===== config.mk =====
export PLATFORM = sky130hd
export DESIGN_NAME = pwm_quad_ctrl
export DESIGN_NICKNAME = d
export VERILOG_FILES = /design/src/rtl/pwm_quad_pkg.sv /design/src/rtl/pwm_shadow_regs.sv /design/src/rtl/pwm_slice.sv /design/src/rtl/pwm_quad_ctrl.sv
export SDC_FILE = /design/constraint.sdc
export NUM_CORES = 1
export LEC_CHECK = 0
export BUFFER_PORTS_ARGS = -buffer_cell sky130_fd_sc_hd__buf_2
export CORE_AREA = 2 2 253 255
export DETAILED_ROUTE_END_ITERATION = 10
export DIE_AREA = 0 0 255 257
export SLEW_MARGIN = 0
export SYNTH_ARGS = -nofsm -noshare
export SYNTH_HDL_FRONTEND = slang
export SYNTH_SLANG_ARGS = --single-unit
export TNS_END_PERCENT = 10

===== constraint.sdc =====
create_clock -name clk -period 3.05 [get_ports clk]
set_input_delay 0.1525 -clock clk [delete_from_list [all_inputs] [get_ports clk]]
set_output_delay 0.1525 -clock clk [all_outputs]
set_load 0.01 [all_outputs]

===== src/rtl/pwm_quad_pkg.sv =====
package pwm_quad_pkg;

  localparam int DATA_W     = 32;
  localparam int COMMIT_BIT = 31;
  localparam int GLB_OFF    = 'h000;
  localparam int CTL_BASE   = 'h014;
  localparam int RNG_BASE   = 'h018;
  localparam int DTY_BASE   = 'h020;
  localparam int CH_STRIDE  = 16;

  typedef enum logic [1:0] {
    MODE_OFF   = 2'd0,
    MODE_TRAIL = 2'd1,
    MODE_RSV2  = 2'd2,
    MODE_RSV3  = 2'd3
  } mode_e;

  typedef struct packed {
    logic  spare;  // bit 8, storage only
    logic  pol;    // bit 3
    mode_e mode;   // bits [1:0]
  } ctl_t;

  function automatic int ctl_off(int n);
    return CTL_BASE + CH_STRIDE * n;
  endfunction

  function automatic int rng_off(int n);
    return RNG_BASE + CH_STRIDE * n;
  endfunction

  function automatic int dty_off(int n);
    return DTY_BASE + CH_STRIDE * n;
  endfunction

endpackage


===== src/rtl/pwm_shadow_regs.sv =====
module pwm_shadow_regs
  import pwm_quad_pkg::*;
#(
  parameter int NUM_CH = 4,
  parameter int CNT_W  = 16,
  parameter int ADDR_W = 12
) (
  input  logic                          clk,
  input  logic                          rst,
  input  logic [ADDR_W-1:0]             bus_addr,
  input  logic                          bus_we,
  input  logic [DATA_W-1:0]             bus_wdata,
  output logic [DATA_W-1:0]             bus_rdata,
  output logic [NUM_CH-1:0]             stg_en,
  output ctl_t [NUM_CH-1:0]             stg_ctl,
  output logic [NUM_CH-1:0][CNT_W-1:0]  stg_range,
  output logic [NUM_CH-1:0][CNT_W-1:0]  stg_duty,
  output logic                          commit_o
);

  localparam logic [ADDR_W-1:0] GLB_A = ADDR_W'(GLB_OFF);

  logic              glb_hit;
  logic [DATA_W-1:0] rd_nxt;
  logic [DATA_W-1:0] rd_q;
  logic              commit_q;
  logic [NUM_CH-1:0] en_q;

  assign glb_hit = (bus_addr == GLB_A);

  // Global enables and the one-cycle commit strobe
  always_ff @(posedge clk) begin
    if (rst) begin
      en_q     <= '0;
      commit_q <= 1'b0;
    end else begin
      if (bus_we && glb_hit) en_q <= bus_wdata[NUM_CH-1:0];
      commit_q <= bus_we && glb_hit && bus_wdata[COMMIT_BIT];
    end
  end

  // Per-channel staging registers
  for (genvar n = 0; n < NUM_CH; n++) begin : g_stage
    localparam logic [ADDR_W-1:0] CTL_A = ADDR_W'(ctl_off(n));
    localparam logic [ADDR_W-1:0] RNG_A = ADDR_W'(rng_off(n));
    localparam logic [ADDR_W-1:0] DTY_A = ADDR_W'(dty_off(n));

    ctl_t             ctl_q;
    logic [CNT_W-1:0] rng_q;
    logic [CNT_W-1:0] dty_q;

    always_ff @(posedge clk) begin
      if (rst) begin
        ctl_q <= '0;
        rng_q <= '0;
        dty_q <= '0;
      end else if (bus_we) begin
        if (bus_addr == CTL_A) begin
          ctl_q.mode  <= mode_e'(bus_wdata[1:0]);
          ctl_q.pol   <= bus_wdata[3];
          ctl_q.spare <= bus_wdata[8];
        end
        if (bus_addr == RNG_A) rng_q <= bus_wdata[CNT_W-1:0];
        if (bus_addr == DTY_A) dty_q <= bus_wdata[CNT_W-1:0];
      end
    end

    assign stg_ctl[n]   = ctl_q;
    assign stg_range[n] = rng_q;
    assign stg_duty[n]  = dty_q;
  end

  // Read mux over the staged copies
  always_comb begin
    rd_nxt = '0;
    if (glb_hit) rd_nxt[NUM_CH-1:0] = en_q;
    for (int n = 0; n < NUM_CH; n++) begin
      if (bus_addr == ADDR_W'(ctl_off(n))) begin
        rd_nxt[1:0] = stg_ctl[n].mode;
        rd_nxt[3]   = stg_ctl[n].pol;
        rd_nxt[8]   = stg_ctl[n].spare;
      end
      if (bus_addr == ADDR_W'(rng_off(n))) rd_nxt[CNT_W-1:0] = stg_range[n];
      if (bus_addr == ADDR_W'(dty_off(n))) rd_nxt[CNT_W-1:0] = stg_duty[n];
    end
  end

  always_ff @(posedge clk) begin
    if (rst) rd_q <= '0;
    else     rd_q <= rd_nxt;
  end

  assign bus_rdata = rd_q;
  assign stg_en    = en_q;
  assign commit_o  = commit_q;

  // A read of global control never shows the commit bit
  assert_commit_reads_zero_R2: assert property (@(posedge clk) disable iff (rst)
    glb_hit |=> (bus_rdata[COMMIT_BIT] == 1'b0));

  // A commit strobe only follows a global write with bit 31 set
  assert_commit_source_R2: assert property (@(posedge clk) disable iff (rst)
    commit_o |-> $past(bus_we && glb_hit && bus_wdata[COMMIT_BIT]));

endmodule


===== src/rtl/pwm_slice.sv =====
module pwm_slice
  import pwm_quad_pkg::*;
#(
  parameter int CNT_W = 16
) (
  input  logic             clk,
  input  logic             rst,
  input  logic             commit_i,
  input  logic             cfg_en,
  input  ctl_t             cfg_ctl,
  input  logic [CNT_W-1:0] cfg_range,
  input  logic [CNT_W-1:0] cfg_duty,
  output logic             pwm_o
);

  // Committed values waiting for a period boundary
  logic             pend_valid;
  logic             pend_run;
  logic             pend_pol;
  logic [CNT_W-1:0] pend_range;
  logic [CNT_W-1:0] pend_duty;

  // Values the counter is running with
  logic             act_run;
  logic             act_pol;
  logic [CNT_W-1:0] act_range;
  logic [CNT_W-1:0] act_duty;
  logic [CNT_W-1:0] cnt;

  logic boundary;
  logic load;
  logic drive;
  logic pwm_q;
  logic unused_spare;

  assign unused_spare = cfg_ctl.spare;

  assign boundary = !act_run || (act_range == '0) || (cnt >= act_range - 1'b1);
  assign load     = boundary && pend_valid;
  assign drive    = act_run && (act_range != '0) && (cnt < act_duty);

  always_ff @(posedge clk) begin
    if (rst) begin
      pend_valid <= 1'b0;
      pend_run   <= 1'b0;
      pend_pol   <= 1'b0;
      pend_range <= '0;
      pend_duty  <= '0;
    end else if (commit_i) begin
      pend_valid <= 1'b1;
      pend_run   <= cfg_en && (cfg_ctl.mode == MODE_TRAIL);
      pend_pol   <= cfg_ctl.pol;
      pend_range <= cfg_range;
      pend_duty  <= cfg_duty;
    end else if (load) begin
      pend_valid <= 1'b0;
    end
  end

  always_ff @(posedge clk) begin
    if (rst) begin
      act_run   <= 1'b0;
      act_pol   <= 1'b0;
      act_range <= '0;
      act_duty  <= '0;
      cnt       <= '0;
    end else if (load) begin
      act_run   <= pend_run;
      act_pol   <= pend_pol;
      act_range <= pend_range;
      act_duty  <= pend_duty;
      cnt       <= '0;
    end else if (boundary) begin
      cnt <= '0;
    end else begin
      cnt <= cnt + 1'b1;
    end
  end

  always_ff @(posedge clk) begin
    if (rst) pwm_q <= 1'b0;
    else     pwm_q <= drive ^ act_pol;
  end

  assign pwm_o = pwm_q;

  // The counter never leaves the running period
  assert_cnt_in_period_R6: assert property (@(posedge clk) disable iff (rst)
    (act_run && act_range != '0) |-> (cnt < act_range));

  // An idle channel shows its polarity level on the next cycle
  assert_idle_level_R4: assert property (@(posedge clk) disable iff (rst)
    !act_run |=> (pwm_o == $past(act_pol)));

  // A zero range never drives the active level
  assert_zero_range_inactive_R8: assert property (@(posedge clk) disable iff (rst)
    (act_range == '0) |=> (pwm_o == $past(act_pol)));

  // Pending values wait for the period boundary
  assert_hold_to_boundary_R9: assert property (@(posedge clk) disable iff (rst)
    (pend_valid && !boundary) |=> ($stable(act_range) && $stable(act_duty) && $stable(act_pol)));

endmodule


===== src/rtl/pwm_quad_ctrl.sv =====
module pwm_quad_ctrl
  import pwm_quad_pkg::*;
#(
  parameter int NUM_CH = 4,
  parameter int CNT_W  = 16,
  parameter int ADDR_W = 12
) (
  input  logic               clk,
  input  logic               rst,
  input  logic [ADDR_W-1:0]  bus_addr,
  input  logic               bus_we,
  input  logic [31:0]        bus_wdata,
  output logic [31:0]        bus_rdata,
  output logic [NUM_CH-1:0]  pwm_o
);

  logic [NUM_CH-1:0]             stg_en;
  ctl_t [NUM_CH-1:0]             stg_ctl;
  logic [NUM_CH-1:0][CNT_W-1:0]  stg_range;
  logic [NUM_CH-1:0][CNT_W-1:0]  stg_duty;
  logic                          commit;

  pwm_shadow_regs #(
    .NUM_CH (NUM_CH),
    .CNT_W  (CNT_W),
    .ADDR_W (ADDR_W)
  ) u_regs (
    .clk       (clk),
    .rst       (rst),
    .bus_addr  (bus_addr),
    .bus_we    (bus_we),
    .bus_wdata (bus_wdata),
    .bus_rdata (bus_rdata),
    .stg_en    (stg_en),
    .stg_ctl   (stg_ctl),
    .stg_range (stg_range),
    .stg_duty  (stg_duty),
    .commit_o  (commit)
  );

  for (genvar n = 0; n < NUM_CH; n++) begin : g_ch
    pwm_slice #(
      .CNT_W (CNT_W)
    ) u_slice (
      .clk       (clk),
      .rst       (rst),
      .commit_i  (commit),
      .cfg_en    (stg_en[n]),
      .cfg_ctl   (stg_ctl[n]),
      .cfg_range (stg_range[n]),
      .cfg_duty  (stg_duty[n]),
      .pwm_o     (pwm_o[n])
    );
  end

endmodule


**Yosys cells after proc, flatten, opt, wreduce, memory -nomap -nowiden**

Cells that the tools add are included.

- Bits in registers: 525
- Logic and storage cells: 192

- $add $sub $neg: 8
- $lt $le $gt $ge: 8
- Equality and inequality tests: 16
- Muxes and demuxes: 29
- Bitwise logic cells: 4
- Reductions and logical operators: 59

Operators with widths:

| cell | number |
|---|---|
| 16-bit two-way mux | 8 |
| 12-bit by 6-bit == test with 1-bit output, second input constant | 6 |
| 16-bit by 1-bit adder with 16-bit output, second input constant | 4 |
| 16-bit >= comparator | 4 |
| 16-bit logical NOT | 4 |
| 16-bit less-than comparator | 4 |
| 16-bit nonzero test | 4 |
| 16-bit by 1-bit subtractor with 16-bit output, second input constant | 4 |
| 12-bit by 7-bit == test with 1-bit output, second input constant | 4 |
| 12-bit by 5-bit == test with 1-bit output, second input constant | 2 |
| 2-bit AND reduction | 12 |
| 1-bit logical AND | 18 |
| 1-bit two-way mux | 16 |
| 12-bit logical NOT | 1 |
| 3-bit OR reduction | 4 |
| 2-bit by 1-bit == test with 1-bit output, second input constant | 4 |
| 1-bit logical OR | 8 |
| 2-bit two-way mux | 4 |
| 2-bit nonzero test | 4 |
| 1-bit logical NOT | 4 |
| 4-bit two-way mux | 1 |
| 1-bit bitwise XOR | 4 |

**Longest topological paths before layout**

Gate-level depths: netlist (run 1).

- Depth after elaboration: 14
- Mapped depth: 15
- Gate-level depth less buffers: 13

**Modules after synthesis**

A second synthesis (run 1) with hierarchy kept.

- Cell total of the unflattened synthesis: 2917
- Area, all modules: 25284.2 µm²

By module, submodules not included:

| module | instances | cells each | area each (µm²) | sequential area each (µm²) |
|---|---|---|---|---|
| pwm_shadow_regs | 1 | 1006 | 7571.0 | 3303.2 |
| pwm_slice (g_ch[2].u_slice) | 1 | 512 | 4530.6 | 1721.7 |
| pwm_slice (g_ch[0].u_slice) | 1 | 468 | 4451.8 | 1721.7 |
| pwm_slice (g_ch[1].u_slice) | 1 | 473 | 4451.8 | 1721.7 |
| pwm_slice (g_ch[3].u_slice) | 1 | 458 | 4279.1 | 1721.7 |

**Worst setup path after synthesis (run 1)**

OpenSTA, ideal clock, no wires.

- Path kind: register to register
- Start point: register g_ch[0].u_slice.act_range[2]
- End point: register g_ch[0].u_slice.cnt[10]
- Library setup time: 64 ps
- Arrival time: 3299 ps
- Setup slack: -313 ps
- Stages on the path, launching flop included: 16
- Path buffers: 2
- Cells stage by stage: dfxtp_1 -> nor3_1 -> nand3_1 -> or4_1 -> nor4_1 -> nand2_1 -> xor2_1 -> ha_1 -> a211oi_1 -> o21ai_0 -> a211oi_1 -> o21ai_0 -> or2_2 -> buf_2 -> buf_2 -> nor2_1

- Word-level cells in the longest chain between the ends: 5

RTL lines:

| element | line | RTL |
|---|---|---|
| start, declared | pwm_slice.sv:26 | `logic [CNT_W-1:0] act_range;` |
| start signal, assigned | pwm_slice.sv:70 | `act_range <= pend_range;` |
| 16-bit by 1-bit subtractor with 16-bit output or 16-bit logical NOT (tied branches) | pwm_slice.sv:38 | `assign boundary = !act_run \|\| (act_range == '0) \|\| (cnt >= act_range - 1'b1);` |
| 16-bit >= comparator or 1-bit logical OR (tied branches) | pwm_slice.sv:38 |  |
| 1-bit logical OR (*) | pwm_slice.sv:38 |  |
| 1-bit logical AND | pwm_slice.sv:39 | `assign load = boundary && pend_valid;` |
| 3-bit OR reduction (no line) (*) | n/a |  |
| end signal, assigned | pwm_slice.sv:76 | `cnt <= cnt + 1'b1;` |
| end, declared | pwm_slice.sv:28 | `logic [CNT_W-1:0] cnt;` |

Every way passes the cells marked *; elsewhere a longest branch is shown, timed or not.
A chain may end at the register's enable or synchronous reset.

**Worst setup path after layout (run 1)**

- Start point: register g_ch[0].u_slice.act_range[3]
- End point: register g_ch[0].u_slice.act_range[0]

- Word-level cells in the longest chain between the ends: 4

RTL lines:

| element | line |
|---|---|
| 16-bit by 1-bit subtractor with 16-bit output or 16-bit logical NOT (tied branches) | pwm_slice.sv:38 |
| 16-bit >= comparator or 1-bit logical OR (tied branches) | pwm_slice.sv:38 |
| 1-bit logical OR (*) | pwm_slice.sv:38 |
| 1-bit logical AND (*) | pwm_slice.sv:39 |

Marked as above.

==> flow_summary.toml, run 1 <==
[pwr]
seqPwrFrac = 0.484
power.internal_mw = 10.7
peakVddDrop_uv = 368
power.density_nw_per_um2 = 475
static-leakage-power_nw = 10.6
comb_power_share = 0.030
clkPwrFrac = 0.486
sw_frac_of_total = 0.218
p_sw_mw = 3.00

[clock_network]
ctsLongestPathBuffers = 3
cts_root_buf = "clkbuf_16"
htree_levels = 2
cts_tree = "built"
cts.reportedPaths.clkPinSlew_ns = 0.06
clkLatencyLatePin_ns = 0.60
cts_made_buffers = 53
cts_num_sinks = 509

[global_route]
grt_pass1_vias = 19200
overflow = 0
track_usage = 0.215
grt_max_degree = 161
grt_pass1_wl_um = 111000
antenna_found_initial = 4

[sta]
hold-worst-slack_ns = 0.0598
final-max-slew-violation-count = 0
worst_pin_slew_ns = 0.996
period_needed_ns = 3.30
hold_viol_final = 0
rsz0062_at_grt = "true"
fin_crit_sh = 1.08
slew_headroom = 0.336
setup_ws_ns = -0.246
clock_skew_ns = 0.0122
fmax_mhz = 303
setup_violations = 84
tns_ns = -10.88

[outcome]
failed_checks = "setup timing"
status = "complete, but fails checks"

[layout]
final_cells = 3769
final_core_util = 0.461
fin_area_um2 = 28900
area_delta_synth_final_pct = 16.0
drive_gt1_frac = 0.116
fillers = 6010
final_nets = 3060

[floorplanning]
ios = 83
die-width_um = 255
row_count = 92
core_um2 = 62700
initial_core_util = 0.397
fp.dieArea_um2 = 65500
fp.dieH_um = 257

[route]
wl_per_cell_um = 18.9
drtAntennaViolNets = 0
drt_pass1_iterations = 10
routed_via_density = 5.19
drt-initial-drc-count = 1530
wirelength_um = 71300
drc_errors = 0
via_count = 19600

[synthesis]
ys_warn_count = 0
yosys.area.top_type = "dfxtp_1"
synthDistinctLibCells = 74
ys.flop_type = "dfxtp_1"
ys_ff_latch = 509
synth_top_area_frac = 0.409
yosysSeqAreaShare = 0.409
syn_inst = 2816
yosysMostFrequentCell = "dfxtp_1"
synthTopCellsByArea = "dfxtp_1 (41%), mux2i_1 (12%), nand2b_1 (7.3%)"
syn_area_um2 = 24900
synth-edff-count = 0
synth_top_cells_by_count = "dfxtp_1 (509), nor2_1 (316), mux2i_1 (310), nand2b_1 (291), nand2_1 (266)"
async_flop_share = 0
syn-mean-instance-area_um2 = 8.85

[setup_path]
crit_top_cell = "or4_4"
crit_slowest_cell = "or4_4"
cp_cell_sequence = "nor3_4, nand3_2, or4_4, or4_4, xor2_2, ha_1, and4_4, o211ai_1, o21ai_1, and2_4, buf_12, mux2i_1"
crit_path_max_fanout = 7
startpoint_type = "flop"
slowest_delay_ns = 0.44
required_ns = 3.56
cp.arrival_ns = 3.80
path_class = "flop to flop"
end_kind = "flop"

[run]
cap_violations = 0

[placed_design]
globalplace.congestion = 0.944
placedInstanceArea_um2 = 26500
portBuffers = 51
dpl.hpwl_um = 51000
post-place-cells = 3644

[hold_path]
holdCritPathClass = "input port to flop"
[metal layers]
layer | share of wire | GRT usage | up-vias
met5 | 0.00050 | 0 | -
met3 | 0.048 | 0.0287 | 127
li1 | - | - | 9662
met2 | 0.45 | 0.344 | 454
met1 | 0.46 | 0.296 | 9311
met4 | 0.034 | 0.0752 | 4
[critical path, delay by kind of cell, from the launching register on]
family | cells | cell delay, ns
buffers and inverters | 1 | 0.16
AND/OR/NAND/NOR | 6 | 1.72
AO/OA/AOI/OAI | 2 | 0.27
adder cells (fa/ha/maj) | 1 | 0.32
XOR/XNOR | 1 | 0.16
flip-flops | 1 | 0.34
multiplexers | 1 | 0.22
[cell usage in the layout, fill, tap and decap left out, types with 13 or more instances in the layout]
master	Yosys	final
ha_1	132	131
clkbuf_1	127	17
nand2_1	266	266
buf_12	0	13
o21ai_0	46	42
nand2b_1	291	291
a21oi_1	170	166
conb_1	1	16
xnor2_1	56	55
inv_1	96	94
a22oi_1	14	14
a211oi_1	22	20
nor3_1	29	24
nor2_1	316	300
dlygate4sd3_1	0	16
dfxtp_1	509	500
and3_1	20	20
mux2i_1	310	308
buf_2	22	50
nand4_1	23	23
clkbuf_16	0	57
xor2_1	58	57
nand3_1	69	66
buf_4	25	92
[power groups by stage]
stage          clock network (mW)  registers [mW]  logic [mW]
2_1_floorplan                   0            6.80       0.266
3_3_place_gp                    0            6.79       0.398
3_5_place_dp                    0            6.79       0.396
4_1_cts                      6.79            6.65       0.414
5_1_grt                      7.06            6.64       0.440
6_report                     6.67            6.65       0.418
[cells by family after synthesis]
kind of cell | count (synthesis) | synth area share
AND/OR/NAND/NOR | 1107 | 0.221
flip-flops | 509 | 0.409
AO/OA/AOI/OAI | 352 | 0.0870
multiplexers | 316 | 0.127
buffers and inverters | 285 | 0.0500
adder cells (fa/ha/maj) | 132 | 0.0662
XOR/XNOR | 114 | 0.0400
other | 1 | 0.000150
[final cells by class]
class                           instances  area, um^2  share of cell area
Sequential cell                       509       10200               0.353
Clock inverter                         13         196             0.00679
Inverter                               96         360              0.0125
Tap cell                              846        1060              0.0366
Antenna cell                            2        5.00            0.000173
Multi-Input combinational cell       2037       13900               0.482
Timing Repair Buffer                  184        1590              0.0551
Clock buffer                           82        1580              0.0545
[metrics by stage]
stage                     setup WS (ns)  power, mW
after CTS                        -0.229       13.9
after global routing             -0.407       14.1
after detailed placement         -0.423       7.19
after floorplan                 -0.0674       7.06
final                            -0.246       13.7
after global placement           -0.246       7.19
[worst paths after layout]
check,to,startpoint,cells after the start,slack (ns)
worst max-delay path,g_ch[0].u_slice.act_range[0],g_ch[0].u_slice.act_range[3],12,-0.25
worst min register to register,g_ch[0].u_slice.pend_run,g_ch[0].u_slice.pend_run,2,0.47
worst min-delay path,u_regs.g_stage[3].rng_q[3],bus_wdata[3],3,0.06
worst max register to register,g_ch[0].u_slice.act_range[0],g_ch[0].u_slice.act_range[3],12,-0.25
[flip-flops by register name, summed over array words and instances (netlist names)]
register and count:
g_ch.u_slice.act_duty 64, g_ch.u_slice.act_range 64, g_ch.u_slice.cnt 64, g_ch.u_slice.pend_duty 64, g_ch.u_slice.pend_range 64, u_regs.g_stage.dty_q 64
u_regs.g_stage.rng_q 64, u_regs.bus_rdata 16, u_regs.stg_ctl 16, g_ch.u_slice.act_pol 4, g_ch.u_slice.act_run 4, g_ch.u_slice.pend_pol 4
g_ch.u_slice.pend_run 4, g_ch.u_slice.pend_valid 4, g_ch.u_slice.pwm_o 4, u_regs.stg_en 4, u_regs.commit_o 1
[timing repair]
action | in CTS | in global routing
hold buffers | 16 | 0
cloned | 4 | 2
setup endpoints to repair | 188 | 203
buffers inserted | 7 | 0
endpoints found under the hold margin | 82 | 0
resized for setup | 42 | 43
pin swaps | 15 | 19
Note: power is estimated with default switching activity, not from simulation.
==> run 2: changes to the inputs <==
--- a/config.mk
+++ b/config.mk
@@ -9,6 +9,7 @@
 export CORE_AREA = 2 2 253 255
 export DETAILED_ROUTE_END_ITERATION = 10
 export DIE_AREA = 0 0 255 257
+export SETUP_SLACK_MARGIN = 0.15
 export SLEW_MARGIN = 0
 export SYNTH_ARGS = -nofsm -noshare
 export SYNTH_HDL_FRONTEND = slang
==> flow_summary.toml, run 2 (synthesis gave the netlist of run 1 again) <==
[outcome]
status = "complete, but fails checks"
failed_checks = "setup timing"

[setup_path]
startpoint_type = "flop"
crit_buf_inv = 1
slowest_delay_ns = 0.44
cp.arrival_ns = 3.81
crit_top_cell = "or4_4"
path_class = "flop to flop"
end_kind = "flop"
crit_path_max_fanout = 7
cp_cell_sequence = "nor3_4, nand3_2, or4_4, or4_4, xor2_2, ha_1, and4_4, o211ai_1, o21ai_1, and2_4, buf_12, mux2i_1"
cp_top_family = "simple AND/OR/NAND/NOR gates"
crit_slowest_cell = "or4_4"
required_ns = 3.56

[route]
drt-initial-drc-count = 1531
routed_via_density = 5.18
maxUsedRoutingLayer = "met5"
wl_per_cell_um = 18.9
drtAntennaViolNets = 0
wirelength_met1_um = 33400
wl_met3_um = 3090
drt_pass1_iterations = 9
via_count = 19500
wl_met2_um = 32400
wirelength_um = 71300
drc_errors = 0

[global_route]
antenna_found_initial = 4
track_usage = 0.215
grt_max_degree = 161
overflow = 0
grt_pass1_vias = 19200
grt_pass1_wl_um = 111000

[floorplanning]
core_um2 = 62700
fp.dieArea_um2 = 65500
initial_core_util = 0.397
row_count = 92
ios = 83
die-width_um = 255
fp.dieH_um = 257

[layout]
drive_gt1_frac = 0.117
layout_common_cells = "dfxtp_1 (499), mux2i_1 (308), nor2_1 (298)"
final_nets = 3061
layout_commonest_cell = "dfxtp_1"
fillers = 5998
fin_area_um2 = 29000
multi_input_area_um2 = 13900
area_delta_synth_final_pct = 16.2
register_area_um2 = 10200
final_cells = 3770

[sta]
slew_headroom = 0.345
worst_pin_slew_ns = 0.983
setup_ws_ns = -0.247
fmax_mhz = 303
period_needed_ns = 3.30
fin_crit_sh = 1.08
final-max-slew-violation-count = 0
hold-worst-slack_ns = 0.0516
rsz0062_at_grt = "true"
setup_violations = 84
hold_viol_final = 0
clock_skew_ns = 0.0113

[placed_design]
post-place-cells = 3644
dpl_worst_slack_ns = -0.423
portBuffers = 51
globalplace.congestion = 0.944
dpl.hpwl_um = 51000
placedInstanceArea_um2 = 26500

[clock_network]
htree_levels = 2
clkLatencyLatePin_ns = 0.60
cts_num_sinks = 509
cts_tree = "built"
cts_root_buf = "clkbuf_16"
cts.reportedPaths.clkPinSlew_ns = 0.06
cts_made_buffers = 53
ctsLongestPathBuffers = 3

[hold_path]
holdCritPathClass = "input port to flop"

[pwr]
peakVddDrop_uv = 367
power.density_nw_per_um2 = 474
static-leakage-power_nw = 10.6

[run]
cap_violations = 0
[run 2: cell count changes in the layout (fill, tap and decap cells not counted), moves of 2 or more]
| cell | previous run | this run |
|---|---|---|
| nor2_2 | 8 | 10 |
| nor2_1 | 300 | 298 |
| buf_6 | 7 | 10 |
| buf_4 | 92 | 89 |
[run 2: metrics by stage]
step                power, mW  setup TNS, ns   util
floorplan                7.06          -5.32      -
global placement         7.19         -21.94  0.422
detailed placement       7.19         -38.99  0.422
CTS                      13.9         -11.24  0.458
global route             14.1         -43.70  0.462
finish                   13.7         -10.97  0.462
[run 2: repair_timing]
item,in CTS,in global routing
pin swaps,31,20
hold buffers,16,0
buffers inserted,7,0
cloned,4,2
setup endpoints to repair,203,204
endpoints found under the hold margin,82,0
gates resized for setup,53,41
[run 2: worst reg2reg max path, stage by stage (launching register included)]
cell	delay [ns]
dfxtp_2	0.34
nor3_4	0.23
nand3_2	0.12
or4_4	0.43
or4_4	0.44
xor2_2	0.16
ha_1	0.32
and4_4	0.22
o211ai_1	0.09
o21ai_1	0.18
and2_4	0.28
buf_12	0.16
mux2i_1	0.23
[run 2: path summary, 6_finish.rpt]
check                                             startpoint  slack, ns                      endpoint  cells past startpoint
worst max register to register  g_ch[0].u_slice.act_range[3]      -0.25  g_ch[0].u_slice.act_range[0]                     12
worst min-delay path                            bus_wdata[3]       0.05    u_regs.g_stage[0].dty_q[3]                      3
worst min register to register      g_ch[0].u_slice.pend_run       0.47      g_ch[0].u_slice.pend_run                      2
worst max-delay path            g_ch[0].u_slice.act_range[3]      -0.25  g_ch[0].u_slice.act_range[0]                     12
[run 2: where the power goes]
part | internal, mW | switching [mW] | leakage, nW | total, mW
clock | 3.96 | 2.71 | 0.869 | 6.67
combinational | 0.131 | 0.287 | 5.66 | 0.418
sequential | 6.65 | 0.000280 | 4.10 | 6.65
[run 2: layer usage]
| layer | track usage | vias up |
|---|---|---|
| met3 | 0.0287 | 131 |
| met2 | 0.345 | 426 |
| met4 | 0.0752 | 4 |
| met5 | 0 | - |
| met1 | 0.296 | 9304 |
| li1 | - | 9672 |
[run 2: layout make-up]
cell class | instances | area share
Sequential cell | 509 | 0.352
Clock inverter | 13 | 0.00678
Timing Repair Buffer | 185 | 0.0559
Clock buffer | 82 | 0.0545
Multi-Input combinational cell | 2037 | 0.481
Antenna cell | 2 | 0.000173
Tap cell | 846 | 0.0365
Inverter | 96 | 0.0124
